## config.mk

```make
export PLATFORM = sky130hd
export DESIGN_NAME = afsk_demod
export DESIGN_NICKNAME = d
export VERILOG_FILES = /design/src/rtl/afsk_pkg.sv /design/src/rtl/afsk_discrim.sv /design/src/rtl/afsk_carrier.sv /design/src/rtl/afsk_clkrec.sv /design/src/rtl/afsk_demod.sv
export SDC_FILE = /design/constraint.sdc
export NUM_CORES = 1
export LEC_CHECK = 0
export CELL_PAD_IN_SITES_DETAIL_PLACEMENT = 0
export CELL_PAD_IN_SITES_GLOBAL_PLACEMENT = 1
export CORE_ASPECT_RATIO = 1.75
export CORE_MARGIN = 10
export CORE_UTILIZATION = 50
export CTS_BUF_LIST = sky130_fd_sc_hd__clkbuf_16
export DETAILED_ROUTE_END_ITERATION = 16
export PLACE_DENSITY = 0.81
export SLEW_MARGIN = 20
export SYNTH_ARGS = -nofsm -noshare
export SYNTH_HDL_FRONTEND = slang
export SYNTH_SLANG_ARGS = --single-unit
```

## constraint.sdc

```tcl
create_clock -name clk -period 16.37 [get_ports clk]
set_input_delay 4.0925 -clock clk [delete_from_list [all_inputs] [get_ports clk]]
set_output_delay 4.0925 -clock clk [all_outputs]
set_load 0.05 [all_outputs]
```

## src/rtl/afsk_pkg.sv

```systemverilog
package afsk_pkg;

    // Carrier detector states
    typedef enum logic [0:0] {
        CS_HUNT   = 1'b0,
        CS_LOCKED = 1'b1
    } carrier_state_t;

    // Nudge decision of the clock recovery
    typedef enum logic [1:0] {
        NG_NONE    = 2'd0,
        NG_ADVANCE = 2'd1,
        NG_RETARD  = 2'd2
    } nudge_t;

endpackage

```

## src/rtl/afsk_discrim.sv

```systemverilog
module afsk_discrim #(
    parameter int SW     = 12,
    parameter int FW     = 16,
    parameter int DELAY  = 6,
    parameter int PSHIFT = 8,
    parameter int KSHIFT = 3
) (
    input  logic                 clk,
    input  logic                 rst_n,
    input  logic                 smp_valid,
    input  logic [SW-1:0]        smp_data,
    output logic                 filt_valid,
    output logic signed [FW-1:0] filt
);

    localparam int PW = 2 * SW;
    localparam logic signed [PW-1:0] MAXV = signed'({{(PW-FW+1){1'b0}}, {(FW-1){1'b1}}});
    localparam logic signed [PW-1:0] MINV = signed'({{(PW-FW+1){1'b1}}, {(FW-1){1'b0}}});

    function automatic logic signed [FW-1:0] sat_fw(input logic signed [PW-1:0] v);
        if (v > MAXV)      sat_fw = MAXV[FW-1:0];
        else if (v < MINV) sat_fw = MINV[FW-1:0];
        else               sat_fw = v[FW-1:0];
    endfunction

    logic signed [SW-1:0] tap_q [DELAY];
    logic signed [PW-1:0] x_ext, d_ext, prod, prod_sh, y_ext, acc;
    logic signed [FW-1:0] prod_sat, y_next;

    // Delay-and-multiply, scaling, recursive smoothing
    always_comb begin
        x_ext    = PW'($signed(smp_data));
        d_ext    = PW'(tap_q[DELAY-1]);
        prod     = x_ext * d_ext;
        prod_sh  = prod >>> PSHIFT;
        prod_sat = sat_fw(prod_sh);
        y_ext    = PW'(filt);
        acc      = y_ext + ((PW'(prod_sat) - y_ext) >>> KSHIFT);
        y_next   = sat_fw(acc);
    end

    // Sample delay line, moves only on a strobe
    always_ff @(posedge clk or negedge rst_n) begin
        if (!rst_n) begin
            for (int i = 0; i < DELAY; i++) tap_q[i] <= '0;
        end else if (smp_valid) begin
            tap_q[0] <= $signed(smp_data);
            for (int i = 1; i < DELAY; i++) tap_q[i] <= tap_q[i-1];
        end
    end

    always_ff @(posedge clk or negedge rst_n) begin
        if (!rst_n) begin
            filt       <= '0;
            filt_valid <= 1'b0;
        end else begin
            filt_valid <= smp_valid;
            if (smp_valid) filt <= y_next;
        end
    end

    AST_FILT_HOLD: assert property (@(posedge clk) disable iff (!rst_n)
        !smp_valid |=> $stable(filt));

    AST_FILT_STROBE: assert property (@(posedge clk) disable iff (!rst_n)
        !$stable(filt) |-> filt_valid);

endmodule

```

## src/rtl/afsk_carrier.sv

```systemverilog
module afsk_carrier
    import afsk_pkg::*;
#(
    parameter int FW   = 16,
    parameter int HOLD = 220
) (
    input  logic                 clk,
    input  logic                 rst_n,
    input  logic                 filt_valid,
    input  logic signed [FW-1:0] filt,
    input  logic [FW-1:0]        thresh,
    output logic                 carrier
);

    localparam int CW = $clog2(HOLD + 1);

    carrier_state_t state_q, state_d;
    logic [CW-1:0]  quiet_q, quiet_d;
    logic signed [FW:0] fx;
    logic [FW:0]    mag;
    logic           loud;

    always_comb begin
        fx   = (FW+1)'(filt);
        mag  = fx[FW] ? $unsigned(-fx) : $unsigned(fx);
        loud = mag > {1'b0, thresh};
    end

    // Next-state and hold-off logic
    always_comb begin
        state_d = state_q;
        quiet_d = quiet_q;
        if (filt_valid) begin
            unique case (state_q)
                CS_HUNT: begin
                    if (loud) begin
                        state_d = CS_LOCKED;      // acquire
                        quiet_d = '0;
                    end
                end
                CS_LOCKED: begin
                    if (loud) begin
                        quiet_d = '0;             // refresh
                    end else if (quiet_q == CW'(HOLD)) begin
                        state_d = CS_HUNT;        // expire
                        quiet_d = '0;
                    end else begin
                        quiet_d = quiet_q + 1'b1; // count
                    end
                end
            endcase
        end
    end

    // State register
    always_ff @(posedge clk or negedge rst_n) begin
        if (!rst_n) begin
            state_q <= CS_HUNT;
            quiet_q <= '0;
        end else begin
            state_q <= state_d;
            quiet_q <= quiet_d;
        end
    end

    // Outputs
    always_comb begin
        carrier = (state_q == CS_LOCKED);
    end

    AST_QUIET_BOUND: assert property (@(posedge clk) disable iff (!rst_n)
        quiet_q <= CW'(HOLD));

    AST_LOUD_LOCKS: assert property (@(posedge clk) disable iff (!rst_n)
        (filt_valid && loud) |=> carrier);

    AST_EXPIRE_AFTER_HOLD: assert property (@(posedge clk) disable iff (!rst_n)
        $fell(carrier) |-> ($past(quiet_q) == CW'(HOLD)));

    AST_HUNT_CLEAR: assert property (@(posedge clk) disable iff (!rst_n)
        !carrier |-> (quiet_q == '0));

endmodule

```

## src/rtl/afsk_clkrec.sv

```systemverilog
module afsk_clkrec
    import afsk_pkg::*;
#(
    parameter int FW  = 16,
    parameter int SPB = 11
) (
    input  logic                 clk,
    input  logic                 rst_n,
    input  logic                 filt_valid,
    input  logic signed [FW-1:0] filt,
    input  logic                 carrier,
    output logic                 bit_valid,
    output logic                 bit_value
);

    localparam int PHW  = $clog2(SPB + 1);
    localparam int HALF = SPB / 2;

    logic [PHW-1:0] phase_q, step, phase_adj;
    logic           nudged_q, prev_neg_q;
    logic           neg, edge_seen, decide;
    nudge_t         nudge;

    always_comb begin
        neg       = filt[FW-1];
        edge_seen = filt_valid && (neg != prev_neg_q);
        step      = phase_q + 1'b1;
        nudge     = NG_NONE;
        if (edge_seen && !nudged_q) begin
            if (step < PHW'(HALF))          nudge = NG_ADVANCE;
            else if (step > PHW'(HALF + 1)) nudge = NG_RETARD;
        end
        unique case (nudge)
            NG_ADVANCE: phase_adj = step + 1'b1;
            NG_RETARD:  phase_adj = step - 1'b1;
            default:    phase_adj = step;
        endcase
        decide = filt_valid && (phase_adj == PHW'(SPB));
    end

    always_ff @(posedge clk or negedge rst_n) begin
        if (!rst_n) begin
            phase_q    <= '0;
            nudged_q   <= 1'b0;
            prev_neg_q <= 1'b0;
        end else if (filt_valid) begin
            prev_neg_q <= neg;
            if (decide) begin
                phase_q  <= '0;
                nudged_q <= 1'b0;
            end else begin
                phase_q  <= phase_adj;
                nudged_q <= nudged_q | (nudge != NG_NONE);
            end
        end
    end

    always_ff @(posedge clk or negedge rst_n) begin
        if (!rst_n) begin
            bit_valid <= 1'b0;
            bit_value <= 1'b0;
        end else begin
            bit_valid <= decide && carrier;
            if (decide) bit_value <= neg;
        end
    end

    AST_PHASE_RANGE: assert property (@(posedge clk) disable iff (!rst_n)
        phase_q < PHW'(SPB));

    AST_BIT_GATED: assert property (@(posedge clk) disable iff (!rst_n)
        bit_valid |-> $past(carrier));

    AST_BIT_SINGLE: assert property (@(posedge clk) disable iff (!rst_n)
        bit_valid |=> !bit_valid);

    AST_BIT_FROM_FILTER: assert property (@(posedge clk) disable iff (!rst_n)
        bit_valid |-> $past(filt_valid));

    AST_PHASE_STILL: assert property (@(posedge clk) disable iff (!rst_n)
        !filt_valid |=> $stable(phase_q));

endmodule

```

## src/rtl/afsk_demod.sv

```systemverilog
module afsk_demod #(
    parameter int SAMPLE_W     = 12,
    parameter int FILT_W       = 16,
    parameter int SPB          = 11,
    parameter int DELAY_TAPS   = 6,
    parameter int PROD_SHIFT   = 8,
    parameter int IIR_SHIFT    = 3,
    parameter int SILENCE_BITS = 20
) (
    input  logic                clk,
    input  logic                rst_n,
    input  logic                smp_valid,
    input  logic [SAMPLE_W-1:0] smp_data,
    input  logic [FILT_W-1:0]   thresh,
    output logic                bit_valid,
    output logic                bit_value,
    output logic                carrier
);

    localparam int HOLD = SPB * SILENCE_BITS;

    logic                     filt_valid;
    logic signed [FILT_W-1:0] filt;

    afsk_discrim #(
        .SW     (SAMPLE_W),
        .FW     (FILT_W),
        .DELAY  (DELAY_TAPS),
        .PSHIFT (PROD_SHIFT),
        .KSHIFT (IIR_SHIFT)
    ) u_discrim (
        .clk        (clk),
        .rst_n      (rst_n),
        .smp_valid  (smp_valid),
        .smp_data   (smp_data),
        .filt_valid (filt_valid),
        .filt       (filt)
    );

    afsk_carrier #(
        .FW   (FILT_W),
        .HOLD (HOLD)
    ) u_carrier (
        .clk        (clk),
        .rst_n      (rst_n),
        .filt_valid (filt_valid),
        .filt       (filt),
        .thresh     (thresh),
        .carrier    (carrier)
    );

    afsk_clkrec #(
        .FW  (FILT_W),
        .SPB (SPB)
    ) u_clkrec (
        .clk        (clk),
        .rst_n      (rst_n),
        .filt_valid (filt_valid),
        .filt       (filt),
        .carrier    (carrier),
        .bit_valid  (bit_valid),
        .bit_value  (bit_value)
    );

endmodule

```

==> impl_metrics.env <==
export IMPL_ff_latch_area_mm2=0.00265
export IMPL_drive_gt1_share_pct=8.62
export IMPL_ys_seq_area_share_pct=22.2
export IMPL_clk_pin_slew_ps=80
export IMPL_netlist_area_leader_share_pct=22.9
export IMPL_yosysMostFrequentCell="inv_1"
export IMPL_drt_initial_drc_count=410
export IMPL_die_y_um=225
export IMPL_rsz0062_at_grt="no"
export IMPL_fmax_mhz=77.6
export IMPL_netlist_area_mm2=0.0120
export IMPL_max_stage_delay_ps=760
export IMPL_hold_path_class="register to register"
export IMPL_dpl_hpwl_um=20700
export IMPL_cp_max_fo=24
export IMPL_synth_top_cell_by_area="fa_1"
export IMPL_num_nets_final=1532
export IMPL_synth_distinct_cells=60
export IMPL_pin_count=34
export IMPL_clk_path_buf_depth=2
export IMPL_insertion_delay_ps=360
export IMPL_clock_root_buffer="clkbuf_16"
export IMPL_reg2regPathDepth=33
export IMPL_r2r_setup_slack_ps=7290
export IMPL_fp_dieW_um=137
export IMPL_layout_cells_non_filler=1568
export IMPL_rr_startpoint="u_discrim.d_ext[11]"
export IMPL_syn_inst=1260
export IMPL_initial_core_util_pct=51.0
export IMPL_clock_skew_ps=10.6
export IMPL_place_gp_congestion=0.831
export IMPL_slew_viol_final=0
export IMPL_postCtsSetupBuffers=0
export IMPL_max_cap_violations=0
export IMPL_r2r_end="u_discrim.filt[0]"
export IMPL_area_growth_pct=7.01
export IMPL_synth_main_ff_cell="dfrtp_1"
export IMPL_fillers=2137
export IMPL_io_buffers=33
export IMPL_grt_pass1_vias=9155
export IMPL_cpMaxStageDelayCell="clkdlybuf4s50_1"
export IMPL_synth_edf_count=0
export IMPL_synthesis_nets=1533
export IMPL_synth_commonest_cells="inv_1 (229), fa_1 (137), nand2_1 (118)"
export IMPL_criticalPathCategory="input pin to register"
export IMPL_start_kind="input pin"
export IMPL_arrival_ps=13110
export IMPL_ys_seq_elements=106
export IMPL_firstDrtPassIters=5
export IMPL_finalHoldViolations=0
export IMPL_cts_hold_buffers=0
export IMPL_grt_max_degree=68
export IMPL_grt_first_pass_wirelength_um=43300
export IMPL_cp_required_ps=16600
export IMPL_status="completed"
export IMPL_crit_end="u_discrim.filt[0]"
export IMPL_cp_startpoint="smp_data[5]"
export IMPL_wire_per_inst_um=15.9
export IMPL_dp_cells=1552
export IMPL_yosysWarnings=0
export IMPL_wl_um=25000
export IMPL_grt_total_usage_pct=17.2
export IMPL_end_kind="register"
export IMPL_fin_crit_sh_pct=78.7
export IMPL_final_setup_tns_ps=0
export IMPL_grt_overflow=0
export IMPL_rows=74
export IMPL_h_tree_depth=3
export IMPL_via_count=8481
export IMPL_async_flop_share_pct=100
export IMPL_cts_tree="yes"
export IMPL_clock_sinks=106
export IMPL_coreArea_mm2=0.0234
export IMPL_avgSynthCellArea_um2=9.49
export IMPL_multiInputGateArea_mm2=0.00825
export IMPL_netlist_top_cells_area="fa_1 (23%), dfrtp_1 (22%), ha_1 (11%)"
export IMPL_final_setup_viol_count=0
export IMPL_final_antenna_net_count=0
export IMPL_postCtsResizedCells=0
export IMPL_antenna_found_initial=0
export IMPL_maxSlewHeadroom_pct=45.5
export IMPL_dieArea_mm2=0.0307
export IMPL_worstMarginPinSlew_ps=818
export IMPL_drc=0
export IMPL_layout_min_cycle_time_ps=12880
export IMPL_vias_per_cell=5.41
export IMPL_cts_inserted_buffers=9
export IMPL_diodes=0
==> worst max-delay path, delay by kind of cell <==
| kind | cells | cell delay, ps |
|---|---|---|
| adder cells (fa/ha/maj) | 8 | 3470 |
| buffers and inverters | 5 | 1110 |
| AND/OR/NAND/NOR | 2 | 260 |
| AO/OA/AOI/OAI | 17 | 3890 |
| XOR/XNOR | 2 | 300 |
==> cells by family after synthesis <==
| family | Yosys count | synth area share [%] |
|---|---|---|
| simple gates | 279 | 11.3 |
| xor+xnor | 68 | 4.98 |
| fa+ha+maj | 242 | 33.9 |
| compound gates | 211 | 11.6 |
| buf+inv | 278 | 8.80 |
| mux | 76 | 7.13 |
| flops | 106 | 22.2 |
==> sequential cells by signal (all words and copies together) (netlist names), 4 cells and up <==
signal / cells
u_carrier.quiet_q: 8
u_clkrec.phase_q: 4
u_discrim.d_ext: 12
u_discrim.filt: 16
u_discrim.tap_q: 60
==> metal layers <==
| layer | share of wire [%] | track usage [%] |
|---|---|---|
| met3 | 2.4 | 2.23 |
| met5 | 0 | 0 |
| met4 | 1.8 | 4.78 |
| met2 | 55 | 33.0 |
| met1 | 41 | 18.9 |
==> how the worst min path moves through the flow <==
| stage | start | end | slack [ps] | cells past startpoint |
|---|---|---|---|---|
| 2_1_floorplan | u_discrim.tap_q[23] | u_discrim.d_ext[11] | 450 | 2 |
| 3_3_place_gp | u_discrim.tap_q[23] | u_discrim.d_ext[11] | 480 | 2 |
| 5_1_grt | u_discrim.tap_q[70] | u_discrim.tap_q[70] | 520 | 1 |
| 4_1_cts | u_discrim.tap_q[23] | u_discrim.d_ext[11] | 490 | 2 |
| 3_5_place_dp | u_discrim.tap_q[15] | u_discrim.d_ext[3] | 490 | 1 |
| 6_report | u_discrim.tap_q[23] | u_discrim.d_ext[11] | 490 | 2 |
==> layout make-up <==
| class | count | share of cell area [%] |
|---|---|---|
| inverters | 229 | 6.72 |
| multi-input cells | 876 | 64.5 |
| clock buffers | 9 | 1.76 |
| repair buffers | 37 | 2.78 |
| well taps | 304 | 2.97 |
| clock inverters | 7 | 0.548 |
| flip-flops and latches | 106 | 20.7 |
==> cells in the final DEF (no fill, tap or decap), types with 8 or more instances in the layout <==
| cell | instances |
|---|---|
| a21o_1 | 18 |
| a21oi_1 | 54 |
| and2_1 | 46 |
| clkbuf_16 | 9 |
| clkdlybuf4s50_1 | 31 |
| dfrtp_1 | 106 |
| fa_1 | 137 |
| ha_1 | 105 |
| inv_1 | 231 |
| mux2_2 | 73 |
| nand2_1 | 118 |
| nand2b_1 | 8 |
| nand3_1 | 15 |
| nor2_1 | 34 |
| nor2b_1 | 12 |
| nor3_1 | 16 |
| o21a_1 | 10 |
| o21ai_0 | 48 |
| o22ai_1 | 18 |
| xnor2_1 | 46 |
| xor2_1 | 22 |
==> through the flow <==
stage	hold slack [ps]	utilization [%]	cell area [um^2]	setup WS, ps
after CTS	495	54.6	12800	3410
after global placement	476	53.3	12500	3230
after floorplan	449	-	12000	4250
after detailed placement	491	53.3	12500	3030
after global routing	517	54.6	12800	2710
final	494	54.6	12800	3490
Power is not shown: default switching activity piles up to over one toggle a cycle in this logic, so the estimate is an artifact.
